[src/rtl/fsg_pkg.sv]
package fsg_pkg;

    typedef enum logic {
        SRC_EXT = 1'b0,
        SRC_INT = 1'b1
    } clk_src_e;

    function automatic clk_src_e pick_source(input logic drive_bclk);
        return drive_bclk ? SRC_INT : SRC_EXT;
    endfunction

endpackage

[src/rtl/fsg_bitclk.sv]
module fsg_bitclk
    import fsg_pkg::*;
#(
    parameter int DIV_HALF = 2,
    localparam int DCW = (DIV_HALF > 1) ? $clog2(DIV_HALF) : 1
) (
    input  logic     clk,
    input  logic     rst_n,
    input  logic     run,
    input  clk_src_e src,
    input  logic     ext_bclk,
    output logic     tick,
    output logic     bclk_lvl
);

    typedef struct packed {
        logic [DCW-1:0] div;
        logic           lvl;
        logic [2:0]     sync;
    } bc_state_t;

    bc_state_t st_q, st_d;
    logic      int_tick;
    logic      ext_rise;
    logic      wrap;

    always_comb begin
        st_d     = st_q;
        int_tick = 1'b0;
        st_d.sync = {st_q.sync[1:0], ext_bclk};
        wrap     = (st_q.div == DCW'(DIV_HALF - 1));
        if (run && src == SRC_INT) begin
            if (wrap) begin
                st_d.div = '0;
                st_d.lvl = ~st_q.lvl;
                int_tick = ~st_q.lvl;
            end else begin
                st_d.div = st_q.div + 1'b1;
            end
        end else begin
            st_d.div = '0;
            st_d.lvl = 1'b0;
        end
        ext_rise = st_q.sync[1] & ~st_q.sync[2];
        tick     = run && ((src == SRC_INT) ? int_tick : ext_rise);
    end

    always_ff @(posedge clk or negedge rst_n) begin
        if (!rst_n) st_q <= '0;
        else        st_q <= st_d;
    end

    assign bclk_lvl = st_q.lvl;

endmodule

[src/rtl/fsg_framer.sv]
module fsg_framer #(
    parameter int PER_W = 8
) (
    input  logic             clk,
    input  logic             rst_n,
    input  logic             run,
    input  logic             tick,
    input  logic             fs_en,
    input  logic             cont_mode,
    input  logic             frame_req,
    input  logic [PER_W-1:0] period,
    input  logic [PER_W-1:0] width,
    output logic             fs_act,
    output logic             strobe
);

    typedef struct packed {
        logic [PER_W-1:0] cnt;
        logic [PER_W-1:0] per;
        logic [PER_W-1:0] wid;
        logic             started;
        logic             pend;
        logic             act;
        logic             stb;
    } fr_state_t;

    fr_state_t st_q, st_d;
    logic      begin_frame;
    logic      may_start;

    always_comb begin
        st_d        = st_q;
        st_d.stb    = 1'b0;
        begin_frame = 1'b0;
        may_start   = cont_mode || st_q.pend;
        if (!run) begin
            st_d.started = 1'b0;
            st_d.cnt     = '0;
            st_d.act     = 1'b0;
        end else if (tick) begin
            if (!st_q.started || st_q.cnt == st_q.per) begin
                if (may_start) begin
                    begin_frame  = 1'b1;
                    st_d.started = 1'b1;
                    st_d.cnt     = '0;
                    st_d.per     = period;
                    st_d.wid     = width;
                    st_d.pend    = 1'b0;
                end else begin
                    st_d.started = 1'b0;
                end
            end else begin
                st_d.cnt = st_q.cnt + 1'b1;
            end
            st_d.act = st_d.started && (st_d.cnt <= st_d.wid);
            st_d.stb = begin_frame && fs_en;
        end
        if (frame_req) st_d.pend = 1'b1;
        if (!fs_en)    st_d.act  = 1'b0;
    end

    always_ff @(posedge clk or negedge rst_n) begin
        if (!rst_n) st_q <= '0;
        else        st_q <= st_d;
    end

    assign fs_act = st_q.act;
    assign strobe = st_q.stb;

endmodule

[src/rtl/frame_sync_gen.sv]
module frame_sync_gen
    import fsg_pkg::*;
#(
    parameter int PER_W    = 8,
    parameter int DIV_HALF = 2
) (
    input  logic             clk,
    input  logic             rst_n,
    input  logic             gen_en,
    input  logic             fs_en,
    input  logic             clk_drive,
    input  logic             fs_drive,
    input  logic             cont_mode,
    input  logic             frame_req,
    input  logic [PER_W-1:0] period,
    input  logic [PER_W-1:0] width,
    input  logic             bclk_inv,
    input  logic             fs_inv,
    input  logic             ext_bclk,
    output logic             bclk_o,
    output logic             bclk_oe,
    output logic             fsync_o,
    output logic             fsync_oe,
    output logic             frame_start
);

    logic     run;
    logic     tick;
    logic     bclk_lvl;
    logic     fs_act;
    clk_src_e src;

    assign run = gen_en && (clk_drive || fs_drive);
    assign src = pick_source(clk_drive);

    fsg_bitclk #(.DIV_HALF(DIV_HALF)) u_bitclk (
        .clk      (clk),
        .rst_n    (rst_n),
        .run      (run),
        .src      (src),
        .ext_bclk (ext_bclk),
        .tick     (tick),
        .bclk_lvl (bclk_lvl)
    );

    fsg_framer #(.PER_W(PER_W)) u_framer (
        .clk       (clk),
        .rst_n     (rst_n),
        .run       (run),
        .tick      (tick),
        .fs_en     (fs_en),
        .cont_mode (cont_mode),
        .frame_req (frame_req),
        .period    (period),
        .width     (width),
        .fs_act    (fs_act),
        .strobe    (frame_start)
    );

    assign bclk_o   = bclk_lvl ^ bclk_inv;
    assign bclk_oe  = clk_drive;
    assign fsync_o  = fs_act ^ fs_inv;
    assign fsync_oe = fs_drive;

endmodule

[config.mk]
export PLATFORM = sky130hd
export DESIGN_NAME = frame_sync_gen
export DESIGN_NICKNAME = d
export VERILOG_FILES = /design/src/rtl/fsg_pkg.sv /design/src/rtl/fsg_bitclk.sv /design/src/rtl/fsg_framer.sv /design/src/rtl/frame_sync_gen.sv
export SDC_FILE = /design/constraint.sdc
export NUM_CORES = 1
export LEC_CHECK = 0
export ABC_AREA = 1
export BUFFER_PORTS_ARGS = -buffer_cell sky130_fd_sc_hd__buf_2
export CELL_PAD_IN_SITES_DETAIL_PLACEMENT = 0
export CELL_PAD_IN_SITES_GLOBAL_PLACEMENT = 2
export CORE_MARGIN = 2
export CORE_UTILIZATION = 34
export DETAILED_ROUTE_END_ITERATION = 6
export PLACE_DENSITY = 0.87
export RECOVER_POWER = 100
export SLEW_MARGIN = 20
export SYNTH_ARGS = -nofsm -noshare
export SYNTH_HDL_FRONTEND = slang
export SYNTH_HIERARCHICAL = 1
export SYNTH_SLANG_ARGS = --single-unit
[constraint.sdc]
create_clock -name clk -period 6.3 [get_ports clk]
set_input_delay 0.315 -clock clk [delete_from_list [all_inputs] [get_ports clk]]
set_output_delay 0.315 -clock clk [all_outputs]
set_load 0.1 [all_outputs]
Word-level counts from Yosys, hierarchy flattened

Cells that the tools add are included.

Multiplexer cells: 27
$add $sub $neg: 2
Magnitude comparators: 1
Eq/ne operators: 6
Reductions and logical operators: 16
Bitwise gates (word level): 5

Operator list:

| cell                                          | number |
|---|---|
| two-way mux 18 bit                            | 3 |
| two-way mux 8 bit                             | 4 |
| two-way mux 28 bit                            | 1 |
| two-way mux 24 bit                            | 1 |
| two-way mux 1 bit                             | 17 |
| adder 8 x 1 -> 8 bit, second input constant   | 1 |
| == test 8 bit                                 | 1 |
| less-or-equal comparator 8 bit                | 1 |
| AND reduction 4 bit                           | 2 |
| nonzero test 2 bit                            | 4 |
| != test 3 x 2 -> 1 bit, second input constant | 2 |
| logical AND 1 bit                             | 5 |
| logical OR 1 bit                              | 3 |
| != test 3 bit, second input constant          | 1 |
| two-way mux 2 bit                             | 1 |
| != test 2 x 1 -> 1 bit, second input constant | 1 |
| != test 2 bit, second input constant          | 1 |
| NOT 1 bit                                     | 2 |
| AND reduction 2 bit                           | 1 |
| bitwise XOR 1 bit                             | 2 |
| adder 1 bit, second input constant            | 1 |
| AND 1 bit                                     | 1 |
| logical NOT 1 bit                             | 1 |

Input bits: 27
Output and inout bits: 5
Word-level logic and storage cells: 67
Register bits after elaboration: 33

Logic depth before layout (Yosys ltp)

Gate-level depths: netlist of run 1.

Depth after elaboration: 13
Depth in mapped cells: 22

Modules after synthesis

Netlist of run 1, hierarchy kept.

By module, submodules not included:

| module         | cells an instance | instances | area an instance (um^2) |
|---|---|---|---|
| fsg_framer     | 282               | 1         | 1933.1 |
| fsg_bitclk     | 19                | 1         | 187.7 |
| frame_sync_gen | 15                | 1         | 63.8 |

Worst setup path after synthesis of run 1

OpenSTA, ideal clock, no wires.

Path kind: reg-to-reg
Start point: reg u_framer/st_q[23] in the netlist's numbering
End point: reg u_framer.st_q (netlist bit u_framer/fs_act)
Period minus slack after synthesis: 2.191 ns
Arrival: 2.124 ns
Required time: 6.233 ns
Path buffers: 2
Stages on the path, launching flop included: 18
Path slack: 4.109 ns
Cells stage by stage: dfrtp_1 buf_2 xnor2_1 nand2_1 nor2_2 nand2_4 nand2_4 buf_4 nand3_1 nand2_1 inv_1 ha_1 a21o_1 nor2_1 nand2_1 a21oi_1 nand3_1 nand2_1

Cells in the longest elaborated chain, start to end: 10
Elaborated cells between the ends (all ways): 15
Classes of those cells: add/sub (1); order compare (1); eq/ne (1); mux (10); reduce/logical (2)

RTL lines:

| element                                                      | line             | text |
|---|---|---|
| start: declaration                                           | fsg_framer.sv:27 | `fr_state_t st_q, st_d;` |
| start signal: assignment                                     | fsg_framer.sv:64 | `else st_q <= st_d;` |
| branches (longest 6 deep; another with adder 8 x 1 -> 8 bit) | -                |  |
| logical AND 1 bit *                                          | fsg_framer.sv:55 | `st_d.act = st_d.started && (st_d.cnt <= st_d.wid);` |
| two-way mux 28 bit *                                         | fsg_framer.sv:40 | `end else if (tick) begin` |
| two-way mux 1 bit *                                          | fsg_framer.sv:36 | `if (!run) begin` |
| two-way mux 1 bit *                                          | fsg_framer.sv:59 | `if (!fs_en) st_d.act = 1'b0;` |

Mark *: on every way between the ends. The select of a mux whose other input is x is not followed.
A chain may end at the register's enable or synchronous reset.

Final worst setup path of run 1

Start point: reg u_framer/st_q[24] in the netlist's numbering
End point: reg u_framer.st_q (netlist bit u_framer/fs_act)

The elaborated chain is that of the path after synthesis.

==> metrics.md, run 1 <==
| Metric | Value |
|---|---|
| Maximum level of the CTS H-tree | `2` |
| Sink count of the clock tree | `33` |
| Minimum clock period | `about 3.4 ns` |
| Count of input and output buffers | `31` |
| Max_slew headroom | `-0.2526` |
| Source of the worst register-to-register timing path | `u_framer/st_q[24]` |
| Setup repair after global routing missed its margin | `false` |
| Post-route cell area | `2462 sq um` |
| Final weighted congestion in routability-driven placement | `0.7512` |
| Arrival time at the worst endpoint | `3.62 ns` |
| Final setup vio count | `0` |
| Crit-path cells | `nand2_1 > nand2_1 > nand2_1 > nor2_2 > nand2_4 > nand2_1 > nand2_1 > nand2_1 > nand2_1 > inv_1 > ha_1 > a21o_1 > nor2_1 > nand2_1 > a21oi_1 > nand3_1 > nand2_1` |
| Detailed-placement wirelength estimate | `3524 um` |
| ANT nets after route | `0` |
| Worst supply voltage drop on vdd | `0.1336 mV` |
| Post-Synthesis Mean Instance Area | `6.913 sq um` |
| Int Power | `442.7 uW` |
| TritonCTS Buffers | `5` |
| Most frequent cells in the layout | `nand2_1, inv_1, dfrtp_1` |
| Worst Hold Class | `input port to register` |
| Initial core utilization | `0.3480` |
| Global-route wire length before repair | `8749 um` |
| Clock latency on the worst-skew pair | `0.29 ns` |
| Initial antenna violation count | `0` |
| Total number of vias | `roughly 1900` |
| Largest net degree at the start of global routing | `36` |
| Iteration-0 DRC count of the detailed router | `111` |
| Critical path's slowest cell | `nand2_1` |
| Quantity of gates resized following cts | `0` |
| Final hold violation count | `0` |
| Most Frequent Cell on Critical Path | `nand2_1` |
| Worst setup SP type | `register` |
| Endpoint required time on the critical path | `6.52 ns` |
| Endpoint of the most critical register-to-register path | `u_framer/fs_act` |
| CP max stage delay | `0.81 ns` |
| Result of the run | `complete, but fails checks` |
| Cell types occupying the most area after synthesis | `dfrtp_1, nand2_1, inv_1, nand3_1, nand4_1` |
| CTS hold repair buffers | `0` |
| Diode insertion count for antenna repair | `0` |
| Peak fanout along the critical path | `35` |
| Seq cells post-synth | `33` |
| Number of distinct standard cells referenced by the synthesized netlist | `24` |
| Layout cells sized above 1 | `0.1144` |
| Post-CTS repair timing setup buffer count | `0` |
| Maximum Capacitance Violations | `1` |
| Number of cells traversed by the worst register-to-register path | `17` |
| Max Slew Vio Count | `34` |
| DRC | `0` |
| CP Capture Point | `u_framer/fs_act` |
| Most common library cell in the layout ignoring fill and taps | `nand2_1` |
| Final critical-path share of the clock period | `0.5392` |
| Average via count per standard cell | `4.581` |
| Die ar. | `7082 sq um` |
| Top Ports | `32` |
| Die height | `84.16 um` |
| Tightest Pin Transition | `around 1.9 ns` |
| Dominant cell type by area after synthesis | `dfrtp_1` |
| Clock Skews | `between 0.01 and 0.015 ns` |
| Standard-cell rows | `29` |
| CTS tree | `built` |
| Core footprint | `roughly 6300 sq um` |
| Routed wirelength normalized by instance count | `11.72 um` |
| Aggregate negative setup slack | `0 ns` |
| DRT Wirelength | `around 4900 um` |
| Post-synthesis instance area | `2185 sq um` |
| Violated checks | `max-capacitance violations, max-slew violations` |
| Minimum setup slack among reg-to-reg paths | `2.90 ns` |
| Combined global-route utilization of all metal layers | `0.1528` |
| Crit path launch | `u_framer/st_q[24]` |
| Power density of the placed cells | `253.8 nW/um^2` |
| Cells after Synth | `316` |
| Layout net count | `376` |
| Number of global-route vias before repair | `between 1500 and 2000` |
| Overflow after GRT | `0` |
| Count of synthesis-stage warnings from yosys | `6` |
| Clk Tree Root Cell | `clkbuf_8` |
| Lkg Pwr | `0.001444 uW` |
| Area grow syn2layout | `12.71%` |
| Area share of the leading cell type in the synthesized netlist | `0.3780` |
| Switching Fraction | `0.2915` |
| Area after detailed placement | `2354 sq um` |
| Sort of element at the end of the critical path | `register` |
| Clock share of power | `0.393` |
| Logic pwr share | `0.185` |
| Max Root-Sink Buffers | `2` |
| Achievable clock frequency | `294.4 MHz` |
| Die width | `84.16 um` |
| Synth Net Count | `between 300 and 400` |
| Power share of the sequential group | `0.422` |
| Switching Power | `~180 uW` |
| First-pass DRT Iterations | `4` |
| Clock-pin slew of the registers on the worst-case setup and hold paths | `0.08 ns` |
| Crit Path Class | `register to register` |
| Post-synthesis sequential area ratio | `0.3780` |
==> sequential cells by signal, summed over array words and instances (netlist names) <==
signal,count
u_framer/st_q,26
u_bitclk/bclk_lvl,1
u_framer/fs_act,1
u_bitclk/st_d,2
u_framer/strobe,1
u_bitclk/st_q,1
u_bitclk/wrap,1
==> stage by stage <==
step	util	hold WS (ns)	setup WS, ns	std cells	total power, uW
CTS	0.3969	0.1105	3.513	418	637.3
global route	0.3923	0.1136	2.391	418	664.6
detailed placement	0.3749	0.3418	3.544	410	387.7
finish	0.3923	0.1204	2.903	418	624.9
floorplan	-	0.01941	4.109	316	352.5
global placement	0.3749	0.3343	3.559	410	386.6
==> power groups by stage <==
| stage | registers (uW) | clock network, uW | logic, uW |
|---|---|---|---|
| after floorplan | 261 | 0 | 91.6 |
| after global placement | 269 | 0 | 118 |
| after detailed placement | 269 | 0 | 119 |
| after CTS | 265 | 253 | 120 |
| after global routing | 269 | 261 | 135 |
| final | 264 | 246 | 115 |
==> cell families after synthesis <==
kind of cell / count (synthesis) / share of synthesized area
adders and majority gates: 9 / 0.05155
buffers and inverters: 55 / 0.1082
DFF: 33 / 0.3780
xor gates and xnor gates: 9 / 0.03608
AOI/OAI and AO/OA: 5 / 0.01375
and+or+nand+nor: 205 / 0.4124
==> synth_stat cells, drive strengths merged <==
| library cell | number |
|---|---|
| nand2 | 140 |
| inv | 40 |
| dfrtp | 33 |
| nand3 | 27 |
| nand4 | 19 |
| nor2 | 17 |
| buf | 10 |
| ha | 9 |
| xnor2 | 5 |
| clkbuf | 4 |
| xor2 | 4 |
| a21oi | 3 |
| nand3b | 2 |
| a21o | 1 |
| clkinv | 1 |
| o21bai | 1 |
==> how the worst min path moves through the flow <==
stage | from | end | slack [ns] | cells after the start
2_1_floorplan | rst_n | u_bitclk/bclk_lvl | 0.02 | 0
6_report | ext_bclk | u_bitclk/st_d[1] | 0.12 | 1
3_5_place_dp | u_bitclk/st_d[1] | u_bitclk/st_d[2] | 0.34 | 0
3_3_place_gp | u_bitclk/st_d[1] | u_bitclk/st_d[2] | 0.33 | 0
5_1_grt | ext_bclk | u_bitclk/st_d[1] | 0.11 | 1
4_1_cts | ext_bclk | u_bitclk/st_d[1] | 0.11 | 1
==> layout make-up <==
type / instances / area, sq um
Timing Repair Buffer: 31 / 146.4
Tap cell: 77 / 96.34
Clock inverter: 3 / 68.82
Inverter: 41 / 153.9
Fill cell: 699 / 3815
Clock buffer: 5 / 68.82
Multi-Input combinational cell: 228 / 1102
Sequential cell: 33 / 825.8
==> layer usage <==
layer / part of all wire / GRT usage / vias up
met5: 0 / 0 / -
met4: 0.012 / 0.04399 / 0
met3: 0.027 / 0.02950 / 5
met2: 0.49 / 0.2641 / 27
met1: 0.47 / 0.1942 / 853
li1: - / - / 1030
==> critical path: cells and delay by family, from the launching register on <==
| kind | cells | cell delay, ns |
|---|---|---|
| compound gates | 2 | 0.28 |
| fa+ha+maj | 1 | 0.24 |
| buf+inv | 1 | 0.07 |
| flops | 1 | 0.51 |
| simple gates | 13 | 2.23 |
(Power assumes the default switching activity.)
==> run 2, diff against run 1 <==
--- a/config.mk
+++ b/config.mk
@@ -10,9 +10,9 @@
 export CELL_PAD_IN_SITES_DETAIL_PLACEMENT = 0
 export CELL_PAD_IN_SITES_GLOBAL_PLACEMENT = 2
 export CORE_MARGIN = 2
-export CORE_UTILIZATION = 34
+export CORE_UTILIZATION = 28
 export DETAILED_ROUTE_END_ITERATION = 6
-export PLACE_DENSITY = 0.87
+export PLACE_DENSITY = 0.76
 export RECOVER_POWER = 100
 export SLEW_MARGIN = 20
 export SYNTH_ARGS = -nofsm -noshare
==> constraint.sdc (replaced) <==
create_clock -name clk -period 3 [get_ports clk]
set_input_delay 0.15 -clock clk [delete_from_list [all_inputs] [get_ports clk]]
set_output_delay 0.15 -clock clk [all_outputs]
set_load 0.1 [all_outputs]
==> run 2 against run 1 <==
Net effect: flip-flop and latch count unchanged; critical path depth is 2 higher; the flow still finishes with violations (max-capacitance violations, max-slew violations); global-route usage is 1.5 points lower; largest cell class unchanged; non-clock buffer count rose by 8; sequential share of layout area decreased by 0.68 points; cell count grew 7.9%.
==> metrics.md, run 2 (synthesis gave the netlist of run 1 again) <==
| Metric | Value |
|---|---|
| Combined global-route utilization of all metal layers | `0.1382 (was 0.1528)` |
| Initial core utilization | `0.2857 (was 0.3480)` |
| Number of global-route vias before repair | `1996 (was 1880)` |
| Logic pwr share | `0.220 (was 0.185)` |
| Worst supply voltage drop on vdd | `0.1653 mV (was 0.1336 mV)` |
| Lkg Pwr | `0.001454 uW (was 0.001444 uW)` |
| Max Root-Sink Buffers | `2 (unchanged)` |
| Source of the worst register-to-register timing path | `u_framer/st_q[27] (was u_framer/st_q[24])` |
| Peak fanout along the critical path | `25 (was 35)` |
| Clock-pin slew of the registers on the worst-case setup and hold paths | `0.07 ns (was 0.08 ns)` |
| Die width | `92.33 um (was 84.16 um)` |
| Die ar. | `8525 sq um (was 7082 sq um)` |
| Final hold violation count | `0 (unchanged)` |
| Sink count of the clock tree | `33 (unchanged)` |
| Setup repair after global routing missed its margin | `false (unchanged)` |
| Most frequent cells in the layout | `nand2_1, inv_1, dfrtp_1 (unchanged)` |
| Switching Power | `383.5 uW (was 182.2 uW)` |
| Area of all sequential standard cells | `825.8 sq um (unchanged)` |
| Detailed-placement wirelength estimate | `3862 um (was 3524 um)` |
| Area after detailed placement | `2430 sq um (was 2354 sq um)` |
| Max Slew Vio Count | `34 (unchanged)` |
| Layout net count | `384 (was 376)` |
| Minimum setup slack among reg-to-reg paths | `0.42 ns (was 2.90 ns)` |
| Max_slew headroom | `-0.2515 (was -0.2526)` |
| Minimum clock period | `2.578 ns (was 3.397 ns)` |
| CTS tree | `built (unchanged)` |
| Clock Skews | `0.002449 ns (was 0.01051 ns)` |
| Routed wirelength normalized by instance count | `11.68 um (was 11.72 um)` |
| Combined area of the multi-input logic cells | `1112 sq um (was 1102 sq um)` |
| Core footprint | `7647 sq um (was 6277 sq um)` |
| Diode insertion count for antenna repair | `0 (unchanged)` |
| Post-Place Worst Slack | `0.3403 ns (was 3.544 ns)` |
| Global-route wire length before repair | `9356 um (was 8749 um)` |
| Standard-cell rows | `32 (was 29)` |
| Fill cell instance count of the final layout | `850 (was 699)` |
| Tightest Pin Transition | `1.877 ns (was 1.879 ns)` |
| First-pass DRT Iterations | `4 (unchanged)` |
| Count of input and output buffers | `31 (unchanged)` |
| Most common library cell in the layout ignoring fill and taps | `nand2_1 (unchanged)` |
| Iteration-0 DRC count of the detailed router | `123 (was 111)` |
| DRC | `0 (unchanged)` |
| Worst Hold Class | `input port to register (unchanged)` |
| Int Power | `759.6 uW (was 442.7 uW)` |
| Final setup vio count | `0 (unchanged)` |
| Top Ports | `32 (unchanged)` |
| Area grow syn2layout | `15.06% (was 12.71%)` |
| Critical path's slowest cell | `dfrtp_1 (was nand2_1)` |
| Largest net degree at the start of global routing | `34 (was 36)` |
| Most Frequent Cell on Critical Path | `nand2_1 (unchanged)` |
| Register containing the most flip-flops in the final layout | `u_framer/st_q (unchanged)` |
| Worst Hold Slack | `0.04777 ns (was 0.1204 ns)` |
| Die height | `92.33 um (was 84.16 um)` |
| Arrival time at the worst endpoint | `2.80 ns (was 3.62 ns)` |
| Final worst slack | `0.4215 ns (was 2.903 ns)` |
| ANT nets after route | `0 (unchanged)` |
| Sort of element at the end of the critical path | `register (unchanged)` |
| Overflow after GRT | `0 (unchanged)` |
| Violated checks | `max-capacitance violations, max-slew violations (unchanged)` |
| Initial antenna violation count | `0 (unchanged)` |
| Switching Fraction | `0.3355 (was 0.2915)` |
| Post-CTS repair timing setup buffer count | `0 (unchanged)` |
| Final weighted congestion in routability-driven placement | `0.7309 (was 0.7512)` |
| Final critical-path share of the clock period | `0.8595 (was 0.5392)` |
| Clock share of power | `0.293 (was 0.393)` |
| Post-route cell area | `2514 sq um (was 2462 sq um)` |
| Maximum Capacitance Violations | `1 (unchanged)` |
| Number of flip-flops under the largest register name | `26 (unchanged)` |
| DRT Wirelength | `5269 um (was 4899 um)` |
| CP max stage delay | `0.43 ns (was 0.81 ns)` |
| Power share of the sequential group | `0.487 (was 0.422)` |
| Aggregate negative setup slack | `0 ns (unchanged)` |
| Worst setup SP type | `register (unchanged)` |
| Result of the run | `complete, but fails checks (unchanged)` |
| Biggest registers after layout | `u_framer/st_q (26), u_bitclk/st_d (2) (unchanged)` |
| Crit Path Class | `register to register (unchanged)` |
| Layout cells sized above 1 | `0.1318 (was 0.1144)` |
| Endpoint required time on the critical path | `3.22 ns (was 6.52 ns)` |
| Total number of vias | `1963 (was 1915)` |
| TritonCTS Buffers | `5 (unchanged)` |
| Clk Tree Root Cell | `clkbuf_8 (unchanged)` |
| Endpoint of the most critical register-to-register path | `u_framer/fs_act (unchanged)` |
| Crit-path cells | `xnor2_1 > nand2_1 > nor2_2 > nand2_4 > nand2_4 > nand2_2 > nand2_1 > nand2_1 > inv_1 > ha_1 > nand2_1 > nand2_1 > nand2_1 > nand2_1 > nand2_1 > nand2_1 > a21oi_1 > nand3_1 > nand2_1 (was nand2_1 > nand2_1 > nand2_1 > nor2_2 > nand2_4 > nand2_1 > nand2_1 > nand2_1 > nand2_1 > inv_1 > ha_1 > a21o_1 > nor2_1 > nand2_1 > a21oi_1 > nand3_1 > nand2_1)` |
| Crit path launch | `u_framer/st_q[27] (was u_framer/st_q[24])` |
| Maximum level of the CTS H-tree | `2 (unchanged)` |
| Number of cells traversed by the worst register-to-register path | `19 (was 17)` |
| Average via count per standard cell | `4.353 (was 4.581)` |
| CP Capture Point | `u_framer/fs_act (unchanged)` |
| Achievable clock frequency | `387.8 MHz (was 294.4 MHz)` |
| Power density of the placed cells | `454.7 nW/um^2 (was 253.8 nW/um^2)` |
| Clock latency on the worst-skew pair | `0.28 ns (was 0.29 ns)` |
| Pwr Total | `1143 uW (was 624.9 uW)` |
[run 2: cell types whose count changed in the layout (fill, tap and decap cells not counted), sizes merged]
| cell | delta |
|---|---|
| clkinv | +2 |
| inv | -1 |
| buf | +5 |
| clkinvlp | +1 |
| bufinv | -2 |
| clkbuf | +1 |
| dlygate4sd3 | +2 |
[run 2: worst min-delay path by stage]
stage                   start                end  slack, ns  cells after the start
floorplan               rst_n  u_bitclk/bclk_lvl      -0.15                      0
global placement     ext_bclk   u_bitclk/st_d[1]       0.26                      1
detailed placement   ext_bclk   u_bitclk/st_d[1]       0.26                      1
CTS                 frame_req   u_framer/st_q[2]       0.05                      3
global route        frame_req   u_framer/st_q[2]       0.07                      3
finish              frame_req   u_framer/st_q[2]       0.05                      3
[run 2: final cells by class]
cell class                 count  area share
tap                          102     0.05077
inverter                      41     0.06122
clock buffer                   5     0.02738
timing repair buffer          39     0.08263
clock inverter                 3    0.006969
multi-input combinational    228      0.4425
sequential                    33      0.3285
[run 2: per-layer routing]
| layer | vias up | GRT usage | part of all wire |
|---|---|---|---|
| li1 | 1042 | - | - |
| met1 | 893 | 0.1781 | 0.48 |
| met2 | 24 | 0.2348 | 0.48 |
| met3 | 4 | 0.02929 | 0.029 |
| met4 | 0 | 0.03731 | 0.0091 |
| met5 | - | 0 | 0 |
[run 2: through the flow]
| step | instances | utilization |
|---|---|---|
| after floorplan | 316 | - |
| after global placement | 441 | 0.3177 |
| after detailed placement | 441 | 0.3177 |
| after CTS | 451 | 0.3316 |
| after global routing | 451 | 0.3287 |
| final | 451 | 0.3287 |
[run 2: critical path, delay by kind of cell (launching register included)]
kind            cells  cell delay [ns]
simple gates       15             1.44
fa+ha+maj           1             0.24
compound gates      1             0.12
xor+xnor            1             0.21
buf+inv             1             0.06
flops               1             0.43
[run 2: power groups by stage]
stage / clock network (uW) / logic, uW / registers [uW]
finish: 335 / 251 / 557
global route: 373 / 296 / 566
global placement: 0 / 253 / 566
CTS: 353 / 259 / 557
floorplan: 0 / 192 / 548
detailed placement: 0 / 256 / 566
[run 2: timing repair]
action                     4_1_cts  5_1_grt
hold endpoints to repair        34        0
setup endpoints to repair        0        1
gates resized for setup          0        1
hold buffers                     2        0
